**config.mk**
```make
export PLATFORM = sky130hd
export DESIGN_NAME = rd_return_rx
export DESIGN_NICKNAME = d
export VERILOG_FILES = /design/src/rtl/rrx_pkg.sv /design/src/rtl/rrx_hdr_dec.sv /design/src/rtl/rrx_tag_cam.sv /design/src/rtl/rrx_beat_chk.sv /design/src/rtl/rd_return_rx.sv
export SDC_FILE = /design/constraint.sdc
export NUM_CORES = 1
export LEC_CHECK = 0
export BUFFER_PORTS_ARGS = -buffer_cell sky130_fd_sc_hd__buf_2
export CORE_MARGIN = 8
export CORE_UTILIZATION = 54
export DETAILED_ROUTE_END_ITERATION = 8
export GPL_TIMING_DRIVEN = 0
export HOLD_SLACK_MARGIN = 0.1
export PLACE_DENSITY = 0.9
export RECOVER_POWER = 100
export SLEW_MARGIN = 5
export SYNTH_ARGS = -nofsm -noshare
export SYNTH_HDL_FRONTEND = slang
export SYNTH_SLANG_ARGS = --single-unit
```
**constraint.sdc**
```tcl
create_clock -name clk -period 2.6 [get_ports clk]
set_input_delay 0 -clock clk [delete_from_list [all_inputs] [get_ports clk]]
set_output_delay 0 -clock clk [all_outputs]
set_load 0.01 [all_outputs]
```
**src/rtl/rrx_pkg.sv**
```systemverilog
package rrx_pkg;
  localparam int BUS_W    = 128;
  localparam int TAG_W    = 16;
  localparam int TAG_LSB  = 64;
  localparam int CMD_W    = 6;
  localparam int CMD_LSB  = 122;
  localparam logic [CMD_W-1:0] RET_CMD = 6'b101010;
  // request-side read-with-return decode bits
  localparam int RQ_NOT_BIT = 126;
  localparam int RQ_YES_BIT = 123;

  // true when every must-be-zero field of a return header is clear
  function automatic logic ret_zero_fields_ok(input logic [BUS_W-1:0] h);
    return ~|{h[121:82], h[63:62], h[55:40]};
  endfunction
endpackage

```
**src/rtl/rrx_hdr_dec.sv**
```systemverilog
module rrx_hdr_dec
  import rrx_pkg::*;
(
  input  logic             rq_vld,
  input  logic [BUS_W-1:0] rq_word,
  input  logic             rt_vld,
  input  logic             rt_dreq,
  input  logic [BUS_W-1:0] rt_word,
  output logic             rd_req,
  output logic [TAG_W-1:0] rd_tag,
  output logic             ret_ok,
  output logic             ret_bad,
  output logic [TAG_W-1:0] ret_tag
);
  logic cmd_match;

  always_comb begin
    rd_req    = rq_vld & ~rq_word[RQ_NOT_BIT] & rq_word[RQ_YES_BIT];
    rd_tag    = rq_word[TAG_LSB +: TAG_W];
    cmd_match = (rt_word[CMD_LSB +: CMD_W] == RET_CMD);
    ret_ok    = rt_vld & cmd_match & rt_dreq & ret_zero_fields_ok(rt_word);
    ret_bad   = rt_vld & ~ret_ok;
    ret_tag   = rt_word[TAG_LSB +: TAG_W];
  end
endmodule

```
**src/rtl/rrx_tag_cam.sv**
```systemverilog
module rrx_tag_cam #(
  parameter int DEPTH = 16,
  parameter int TAG_W = 16
) (
  input  logic             clk,
  input  logic             rst_n,
  input  logic             ins_en,
  input  logic [TAG_W-1:0] ins_tag,
  input  logic             lk_en,
  input  logic [TAG_W-1:0] lk_tag,
  output logic             lk_hit,
  output logic             full
);
  logic [DEPTH-1:0] vld_q, vld_d;
  logic [DEPTH-1:0] match, hit_sel, free_vec, ins_sel;
  logic [TAG_W-1:0] tag_q [DEPTH];
  logic             ins_go;

  genvar gi;
  generate
    for (gi = 0; gi < DEPTH; gi++) begin : g_ent
      assign match[gi] = vld_q[gi] & (tag_q[gi] == lk_tag);
      always_ff @(posedge clk) begin
        if (ins_go && ins_sel[gi]) tag_q[gi] <= ins_tag;
      end
    end
  endgenerate

  always_comb begin
    free_vec = ~vld_q;
    ins_sel  = free_vec & (~free_vec + DEPTH'(1));
    hit_sel  = match & (~match + DEPTH'(1));
    lk_hit   = |match;
    full     = &vld_q;
    ins_go   = ins_en & ~full;
    vld_d    = vld_q;
    if (lk_en && lk_hit) vld_d = vld_d & ~hit_sel;
    if (ins_go)          vld_d = vld_d | ins_sel;
  end

  always_ff @(posedge clk or negedge rst_n) begin
    if (!rst_n) vld_q <= '0;
    else        vld_q <= vld_d;
  end

  p_cam_grow_one_r12: assert property (@(posedge clk) disable iff (!rst_n)
    $countones(vld_q) <= $past($countones(vld_q)) + 1);
  p_cam_full_frozen_r12: assert property (@(posedge clk) disable iff (!rst_n)
    (full && !lk_en) |=> $stable(vld_q));
endmodule

```
**src/rtl/rrx_beat_chk.sv**
```systemverilog
module rrx_beat_chk #(
  parameter int BEATS  = 4,
  parameter int LANES  = 4,
  parameter int LANE_W = 32,
  parameter int TAG_W  = 16,
  localparam int BUS_W = LANES * LANE_W,
  localparam int CNT_W = (BEATS > 1) ? $clog2(BEATS) : 1
) (
  input  logic             clk,
  input  logic             rst_n,
  input  logic             hdr_any,
  input  logic             start,
  input  logic [TAG_W-1:0] start_tag,
  input  logic             start_known,
  input  logic [BUS_W-1:0] bus,
  input  logic [LANES-1:0] par,
  output logic             beat_vld,
  output logic [CNT_W-1:0] beat_idx,
  output logic [BUS_W-1:0] beat_data,
  output logic [LANES-1:0] beat_lane_err,
  output logic             cpl_vld,
  output logic [TAG_W-1:0] cpl_tag,
  output logic             cpl_par_err,
  output logic             overlap
);
  localparam logic [CNT_W-1:0] LAST = CNT_W'(BEATS - 1);

  logic [LANES-1:0] lane_err;
  logic             act_q, act_d, kn_q, kn_d, acc_q, acc_d;
  logic [CNT_W-1:0] cnt_q, cnt_d;
  logic [TAG_W-1:0] tag_q, tag_d;
  logic             bv_d, cv_d, cperr_d, ov_d;
  logic [CNT_W-1:0] bi_d;
  logic [LANES-1:0] ble_d;

  genvar li;
  generate
    for (li = 0; li < LANES; li++) begin : g_lane
      assign lane_err[li] = ^{bus[li*LANE_W +: LANE_W], par[li]};
    end
  endgenerate

  always_comb begin
    act_d   = act_q;
    cnt_d   = cnt_q;
    acc_d   = acc_q;
    tag_d   = tag_q;
    kn_d    = kn_q;
    bv_d    = 1'b0;
    bi_d    = cnt_q;
    ble_d   = '0;
    cv_d    = 1'b0;
    cperr_d = acc_q | (|lane_err);
    ov_d    = hdr_any & act_q;
    if (start) begin
      act_d = 1'b1;
      cnt_d = '0;
      acc_d = 1'b0;
      tag_d = start_tag;
      kn_d  = start_known;
    end else if (hdr_any) begin
      act_d = 1'b0;
    end else if (act_q) begin
      bv_d  = 1'b1;
      ble_d = lane_err;
      acc_d = acc_q | (|lane_err);
      if (cnt_q == LAST) begin
        act_d = 1'b0;
        cv_d  = kn_q;
      end else begin
        cnt_d = cnt_q + CNT_W'(1);
      end
    end
  end

  always_ff @(posedge clk or negedge rst_n) begin
    if (!rst_n) begin
      act_q         <= 1'b0;
      cnt_q         <= '0;
      acc_q         <= 1'b0;
      kn_q          <= 1'b0;
      tag_q         <= '0;
      beat_vld      <= 1'b0;
      beat_idx      <= '0;
      beat_lane_err <= '0;
      cpl_vld       <= 1'b0;
      cpl_tag       <= '0;
      cpl_par_err   <= 1'b0;
      overlap       <= 1'b0;
    end else begin
      act_q         <= act_d;
      cnt_q         <= cnt_d;
      acc_q         <= acc_d;
      kn_q          <= kn_d;
      tag_q         <= tag_d;
      beat_vld      <= bv_d;
      beat_idx      <= bi_d;
      beat_lane_err <= ble_d;
      cpl_vld       <= cv_d;
      overlap       <= ov_d;
      if (cv_d) begin
        cpl_tag     <= tag_q;
        cpl_par_err <= cperr_d;
      end
    end
  end

  always_ff @(posedge clk) begin
    if (bv_d) beat_data <= bus;
  end

  p_cpl_on_last_beat_r7: assert property (@(posedge clk) disable iff (!rst_n)
    cpl_vld |-> (beat_vld && beat_idx == LAST));
  p_cpl_one_cycle_r7: assert property (@(posedge clk) disable iff (!rst_n)
    cpl_vld |=> !cpl_vld);
  p_beat_step_r5: assert property (@(posedge clk) disable iff (!rst_n)
    (beat_vld && beat_idx != '0) |-> ($past(beat_vld) && beat_idx == $past(beat_idx) + CNT_W'(1)));
endmodule

```
**src/rtl/rd_return_rx.sv**
```systemverilog
module rd_return_rx
  import rrx_pkg::*;
#(
  parameter int TAG_DEPTH = 16,
  parameter int BEATS     = 4,
  parameter int LANES     = 4
) (
  input  logic         clk,
  input  logic         rst_n,
  input  logic         rq_hdr_vld,
  input  logic [127:0] rq_hdr,
  input  logic         rt_hdr_vld,
  input  logic         rt_dreq,
  input  logic [127:0] rt_bus,
  input  logic [3:0]   rt_par,
  output logic         beat_vld,
  output logic [1:0]   beat_idx,
  output logic [127:0] beat_data,
  output logic [3:0]   beat_lane_err,
  output logic         cpl_vld,
  output logic [15:0]  cpl_tag,
  output logic         cpl_par_err,
  output logic         err_hdr,
  output logic         err_unk_tag,
  output logic         err_overlap,
  output logic         err_cam_full
);
  localparam int LANE_W = BUS_W / LANES;

  logic [1:0]       rst_sync;
  logic             rst_q_n;
  logic             rd_req, ret_ok, ret_bad, lk_hit, cam_full;
  logic [TAG_W-1:0] rd_tag, ret_tag;
  logic             err_hdr_d, err_unk_d, err_full_d;

  // asynchronous assertion, synchronous release
  always_ff @(posedge clk or negedge rst_n) begin
    if (!rst_n) rst_sync <= 2'b00;
    else        rst_sync <= {rst_sync[0], 1'b1};
  end
  assign rst_q_n = rst_sync[1];

  rrx_hdr_dec u_dec (
    .rq_vld  (rq_hdr_vld),
    .rq_word (rq_hdr),
    .rt_vld  (rt_hdr_vld),
    .rt_dreq (rt_dreq),
    .rt_word (rt_bus),
    .rd_req  (rd_req),
    .rd_tag  (rd_tag),
    .ret_ok  (ret_ok),
    .ret_bad (ret_bad),
    .ret_tag (ret_tag)
  );

  rrx_tag_cam #(.DEPTH(TAG_DEPTH), .TAG_W(TAG_W)) u_cam (
    .clk     (clk),
    .rst_n   (rst_q_n),
    .ins_en  (rd_req),
    .ins_tag (rd_tag),
    .lk_en   (ret_ok),
    .lk_tag  (ret_tag),
    .lk_hit  (lk_hit),
    .full    (cam_full)
  );

  rrx_beat_chk #(.BEATS(BEATS), .LANES(LANES), .LANE_W(LANE_W), .TAG_W(TAG_W)) u_beat (
    .clk           (clk),
    .rst_n         (rst_q_n),
    .hdr_any       (rt_hdr_vld),
    .start         (ret_ok),
    .start_tag     (ret_tag),
    .start_known   (lk_hit),
    .bus           (rt_bus),
    .par           (rt_par),
    .beat_vld      (beat_vld),
    .beat_idx      (beat_idx),
    .beat_data     (beat_data),
    .beat_lane_err (beat_lane_err),
    .cpl_vld       (cpl_vld),
    .cpl_tag       (cpl_tag),
    .cpl_par_err   (cpl_par_err),
    .overlap       (err_overlap)
  );

  always_comb begin
    err_hdr_d  = ret_bad;
    err_unk_d  = ret_ok & ~lk_hit;
    err_full_d = rd_req & cam_full;
  end

  always_ff @(posedge clk or negedge rst_q_n) begin
    if (!rst_q_n) begin
      err_hdr      <= 1'b0;
      err_unk_tag  <= 1'b0;
      err_cam_full <= 1'b0;
    end else begin
      err_hdr      <= err_hdr_d;
      err_unk_tag  <= err_unk_d;
      err_cam_full <= err_full_d;
    end
  end

  p_hdr_unk_exclusive_r9: assert property (@(posedge clk) disable iff (!rst_q_n)
    !(err_hdr && err_unk_tag));
  p_overlap_after_hdr_r10: assert property (@(posedge clk) disable iff (!rst_q_n)
    err_overlap |-> $past(rt_hdr_vld));
  p_unk_no_cpl_r9: assert property (@(posedge clk) disable iff (!rst_q_n)
    err_unk_tag |-> !cpl_vld);
endmodule

```
==> results_dict.tcl, run 1 <==
set metrics [dict create \
    status "complete, but fails checks" \
    violations "max-capacitance violations, max-slew violations" \
    drc 0 \
    first_pass_iters 6 \
    peakVddDrop_uv 417.0 \
    ys_async_sr_fraction_pct 15.04 \
    syn_inst 1192 \
    clock-root-buffer "clkbuf_16" \
    wl_met1_mm 19.86 \
    antenna_found_initial 8 \
    endpoint_kind "flip-flop" \
    ys_top_cells_by_count "edfxtp_1 (384), xnor2_1 (254), xor2_1 (123)" \
    num-nets-final 1980 \
    cts_made_buffers 44 \
    ys.warnings.count 0 \
    port_buffers 311 \
    clock_sinks 452 \
    ys_seq_elements 452 \
    die_h_um 203.1 \
    dp_cells 1963 \
    synthTopCellsByArea "edfxtp_1 (61%), xnor2_1 (12%), dfrtp_1 (9.0%)" \
    fin_area_sq_um 24110 \
    multiInputGateArea_sq_um 5418 \
    drive_gt1_share_pct 10.07 \
    swShare_pct 23.42 \
    fin_skew_ns 0.02135 \
    pwr-share-seq_pct 48.4 \
    setup_ws_ns 0.009681 \
    powerDensity_nw_per_um2 692.5 \
    initial_core_util_pct 54.71 \
    fin_tns_setup_ns 0 \
    leakage_nw 8.262 \
    yosysTopAreaCell "edfxtp_1" \
    top_layer "met4" \
    dieArea_sq_um 41240 \
    p_int_w 0.01279 \
    grt-ovfl-total 0 \
    area_growth_syn_to_layout_pct 27.61 \
    yosysUniqueCellTypes 53 \
    syn_nets 1458 \
    place_hpwl_mm 35.58 \
    grt_max_degree 67 \
    postRouteAntennaNets 0 \
    slew_headroom_pct -1.918 \
    fin_crit_ns 2.590 \
    grt_pass1_wl_mm 84.82 \
    min_period_over_period_pct 99.63 \
    grt_pass1_vias 13339 \
    synth_edf_count 384 \
    worstSetupStartpointType "flip-flop" \
    drv_cap 2 \
    required_ns 2.77 \
    synth_most_common_cell "edfxtp_1" \
    worst_slew_pin_slew_ns 1.529 \
    yosysSeqAreaShare_pct 70.03 \
    via_per_inst 5.807 \
    finalHoldViolCount 0 \
    grtUsageTotal_pct 27.73 \
    routed-wl-met3_mm 6.110 \
    cp.arrival_ns 2.76 \
    ctsLongestPathBuffers 3 \
    switching_power_w 0.003912 \
    clkTransAtPathRegs_ns 0.06 \
    finalSetupViolCount 0 \
    fp-row-count 68 \
    drt_wl_total_mm 59.44 \
    dp_slack_ns -0.4114 \
    path_class "flip-flop to flip-flop" \
    coreArea_sq_um 34540 \
    die_w_um 203.1 \
    cts_tree "done" \
    syn_avg_cell_area_sq_um 15.85 \
    gp_congestion 0.9304 \
    regToRegSetupSlack_ns 0.01 \
    slew_violations 84 \
    syn_area_sq_um 18900 \
    ys.flop_type "edfxtp_1" \
    worstHoldPathType "primary input to flip-flop" \
    combPwrFrac_pct 11.4 \
    clkPwrFrac_pct 40.2 \
    htreeDepth 2 \
    ff_latch_area_sq_um 13230 \
    drtIter0Drc 1475 \
    stdcell_count 2211 \
    fillCellCount 2173 \
    worstPathMaxFanout 16 \
    fmax_mhz 386.1 \
    dr_wl_met2_mm 29.67 \
    yosysTopAreaCellShare_pct 61.02 \
    routedWlPerCell_um 26.88 \
    placed_area_sq_um 21170 \
    clk-insertion-delay-late_ns 0.55 \
    vias 12839 \
    io_pins 422 \
    holdWs_ns 0.1206 \
]
metrics by stage:
stage	util, %	power [W]
floorplan	-	0.009201
finish	69.81	0.01670
global route	69.81	0.01707
global placement	61.00	0.009785
CTS	70.32	0.01657
detailed placement	61.27	0.009837
cell usage in the layout, fill, tap and decap left out, types with 4 or more instances in the layout:
cell	n
a21o_1	6
nor4b_1	4
a21oi_1	4
buf_12	13
nand3_1	13
nand2_1	73
xnor2_1	254
nor4_1	39
buf_2	14
buf_6	24
o21ai_0	4
clkbuf_16	47
and3_1	6
or4b_1	4
bufinv_16	6
xnor3_1	4
a31oi_1	4
clkbuf_8	4
xor2_1	123
edfxtp_1	384
nor3b_4	4
nand4_1	43
dfrtp_1	67
inv_1	9
diode_2	8
clkinv_2	10
nor3_1	9
buf_4	8
and2_1	5
mux2_2	16
nor2_1	20
clkbuf_1	309
nor4_2	6
dlygate4sd3_1	151
final timing paths:
check | start | to | depth (start not counted)
worst max-delay path | u_cam.vld_q[1]$_DFF_PN0_ | u_cam.tag_q[0][100]$_DFFE_PP_ | 5
worst min-delay path | rq_hdr[123] | u_cam.tag_q[0][42]$_DFFE_PP_ | 5
worst max register to register | u_cam.vld_q[1]$_DFF_PN0_ | u_cam.tag_q[0][100]$_DFFE_PP_ | 5
worst min register to register | rst_sync[0]$_DFF_PN0_ | rst_sync[1]$_DFF_PN0_ | 0
max in group asynchronous | rst_sync[1]$_DFF_PN0_ | u_cam.vld_q[7]$_DFF_PN0_ | 0
min in group asynchronous | rst_n | rst_sync[0]$_DFF_PN0_ | 3
logic make-up (layout without fill, tap and decap cells):
logic type / count (synthesis) / in the layout / share of synthesized area (%)
AO/OA/AOI/OAI: 38 / 38 / 1.470
XOR/XNOR: 381 / 381 / 17.95
adder cells (fa/ha/maj): 1 / 1 / 0.06620
buffers and inverters: 47 / 603 / 2.165
flip-flops: 452 / 452 / 70.03
multiplexers: 16 / 16 / 0.9534
other: 1 / 9 / 0.01984
AND/OR/NAND/NOR: 256 / 256 / 7.350
area by class of cell:
cell class / count / area share (%)
diodes: 8 / 0.08302
plain buffers: 36 / 1.567
clock buffers: 59 / 5.189
clock inverters: 21 / 1.074
inverters: 11 / 0.1920
multi-input cells: 693 / 22.47
flip-flops and latches: 452 / 54.88
well taps: 455 / 2.361
repair buffers: 475 / 12.17
repair inverters: 1 / 0.02075
registers in the layout, indices dropped and copies added, names as in the netlist, 2 cells and up:
signal                flops
u_beat.bi_d               2
rst_sync                  2
u_cam.tag_q             256
u_beat.beat_data        128
u_beat.cpl_tag           16
u_beat.beat_idx           2
u_beat.tag_q             16
u_beat.beat_lane_err      4
u_cam.vld_q              16
power groups by stage:
stage | combinational [W] | clock [W] | sequential [W]
2_1_floorplan | 0.00101 | 0 | 0.00819
3_3_place_gp | 0.00158 | 0 | 0.00820
3_5_place_dp | 0.00163 | 0 | 0.00821
4_1_cts | 0.00184 | 0.00666 | 0.00807
5_1_grt | 0.00198 | 0.00701 | 0.00809
6_report | 0.00190 | 0.00671 | 0.00808
metal layers:
metal  GRT usage [%]  vias up
met5               0        -
met4           15.57        0
met3           5.308      222
met2           48.74      940
met1           31.42     6303
li1                -     5374
worst max-delay path, cell delays in order (launching register included):
cell,delay [ns]
dfrtp_1,0.43
nand2_1,0.26
or4_1,0.26
o21ai_4,0.12
or3_1,0.43
nor2_2,0.71
what timing repair did:
| item | 4_1_cts | 5_1_grt |
|---|---|---|
| gates cloned | 0 | 1 |
| setup endpoints to repair | 199 | 190 |
| setup buffers | 2 | 6 |
| hold buffers | 151 | 0 |
| gates resized for setup | 13 | 10 |
| hold endpoints to repair | 400 | 0 |
| pin swaps | 2 | 5 |
(Power assumes the default switching activity.)
==> run 2, diff against run 1 <==
- CORE_UTILIZATION: 54 -> 51
- GPL_TIMING_DRIVEN: 0 -> 1
- PLACE_DENSITY: 0.9 -> 0.86
==> results_dict.tcl, run 2 (synthesis gave the netlist of run 1 again) <==
set metrics [dict create \
    status "complete, but fails checks" \
    violations "max-capacitance violations, max-slew violations" \
    wl_met1_mm 20.12 \
    die_w_um 208.5 \
    top_layer "met4" \
    final_common_cell "edfxtp_1" \
    min_period_over_period_pct 97.73 \
    final_cell_mix "edfxtp_1 (384), clkbuf_1 (299), xnor2_1 (254)" \
    finalSetupViolCount 0 \
    cp_top_family "simple AND/OR/NAND/NOR gates" \
    worst_slew_pin_slew_ns 1.520 \
    clock_sinks 452 \
    clock-root-buffer "clkbuf_16" \
    fin_crit_ns 2.541 \
    regToRegSetupSlack_ns 0.11 \
    r2r_end "u_cam.vld_q[9]$_DFF_PN0_" \
    stdcell_count 2240 \
    cts_made_buffers 45 \
    fin_skew_ns 0.01931 \
    slew_headroom_pct -1.337 \
    drv_cap 2 \
    htreeDepth 2 \
    top_regs "u_cam.tag_q: 256 flops, u_beat.beat_data: 128 flops" \
    ctsLongestPathBuffers 3 \
    num-nets-final 1996 \
    multiInputGateArea_sq_um 5299 \
    required_ns 3.04 \
    routed-wl-met3_mm 5.090 \
    slowest_stage "or4b_1" \
    area_growth_syn_to_layout_pct 26.91 \
    fillCellCount 2559 \
    reg2reg_depth 8 \
    port_buffers 311 \
    grt_max_degree 97 \
    postRouteAntennaNets 0 \
    endpoint_kind "flip-flop" \
    initial_core_util_pct 51.74 \
    path_buf_inv 2 \
    fmax_mhz 393.6 \
    drtIter0Drc 1153 \
    place_hpwl_mm 34.74 \
    endpoint "u_cam.vld_q[9]$_DFF_PN0_" \
    antenna_found_initial 7 \
    leakage_nw 8.289 \
    grt_pass1_wl_mm 84.97 \
    drt_wl_total_mm 58.77 \
    hold_depth 2 \
    fp-row-count 70 \
    worstPathMaxFanout 8 \
    fin_tns_setup_ns 0 \
    dieArea_sq_um 43470 \
    coreArea_sq_um 36520 \
    drc 0 \
    first_pass_iters 5 \
    final_util_pct 65.66 \
    crit_start "rt_bus[49]" \
    dp_cells 2001 \
    peakVddDrop_uv 524.8 \
    clkTransAtPathRegs_ns 0.06 \
    routedWlPerCell_um 26.24 \
    die_h_um 208.5 \
    crit_chain "dlygate4sd3_1, clkbuf_1, nor4_1, nand4_1, nor2_1, and3_1, nand2_1, or4b_1, a21o_1" \
    via_per_inst 5.683 \
    cp.arrival_ns 2.98 \
    max_stage_delay_ns 0.58 \
    reg2reg_from "u_cam.tag_q[0][44]$_DFFE_PP_" \
    finalHoldViolCount 0 \
    ff_latch_area_sq_um 13230 \
    slew_violations 17 \
    min_from "rt_bus[15]" \
    gp_congestion 0.9215 \
    grt-ovfl-total 0 \
    worstHoldPathType "primary input to flip-flop" \
    clk-insertion-delay-late_ns 0.56 \
    drive_gt1_share_pct 10.71 \
    path_class "primary input to flip-flop" \
    powerDensity_nw_per_um2 682.7 \
    grtUsageTotal_pct 26.19 \
    grt_pass1_vias 13306 \
    cts_tree "done" \
    largest_register_ffs 256 \
    vias 12729 \
    cp.depth 9 \
    worstSetupStartpointType "primary input" \
    top_register "u_cam.tag_q" \
    io_pins 422 \
    dr_wl_met2_mm 29.51 \
]
==> run 2: changes by cell type in the layout (fill, tap and decap cells not counted), sizes merged, moves of 2 or more <==
cell	delta
dlygate4sd3	-2
clkbuf	+9
buf	+14
bufinv	-4
==> run 2: worst min-delay path by stage <==
stage	end	slack, ns
floorplan	rst_sync[0]$_DFF_PN0_	-0.30
global placement	rst_sync[0]$_DFF_PN0_	-0.22
detailed placement	rst_sync[1]$_DFF_PN0_	-0.21
CTS	u_beat.beat_data[15]$_DFFE_PP_	0.16
global route	u_beat.beat_data[81]$_DFFE_PP_	0.21
finish	u_beat.beat_data[15]$_DFFE_PP_	0.23
==> run 2: where the power goes <==
part           leakage, nW  switching, W  internal (W)
Sequential            4.35     0.0000584       0.00797
Clock                0.710       0.00273       0.00368
Combinational         3.23       0.00107      0.000880
==> run 2: what timing repair did <==
| item | CTS | global route |
|---|---|---|
| setup buffers | 0 | 1 |
| gates resized for setup | 3 | 4 |
| hold buffers | 149 | 0 |
| hold endpoints to repair | 410 | 0 |
| setup endpoints to repair | 80 | 54 |
| pin swaps | 0 | 2 |
==> run 2: stage by stage <==
step | power [W] | hold slack, ns | area [sq um] | setup slack, ns
2_1_floorplan | 0.009201 | -0.2956 | 18950 | -1.020
3_3_place_gp | 0.009836 | -0.2150 | 21420 | 0.09078
3_5_place_dp | 0.009892 | -0.2125 | 21420 | -0.06238
4_1_cts | 0.01635 | 0.1576 | 24370 | -0.09450
5_1_grt | 0.01681 | 0.2121 | 23980 | -0.001459
6_report | 0.01637 | 0.2256 | 23980 | 0.05909
==> run 2: metal layers <==
layer,vias up,track usage (%)
met4,0,15.47
met5,-,0
met1,6280,28.87
met3,252,5.622
li1,5401,-
met2,796,46.20
==> run 2: layout make-up <==
cell class	instances	share of cell area [%]
Antenna cell	7	0.07304
Clock inverter	18	0.6469
Timing Repair Buffer	527	13.98
Clock buffer	64	5.395
Tap cell	468	2.442
Sequential cell	452	55.18
Inverter	11	0.1826
Multi-Input combinational cell	693	22.10
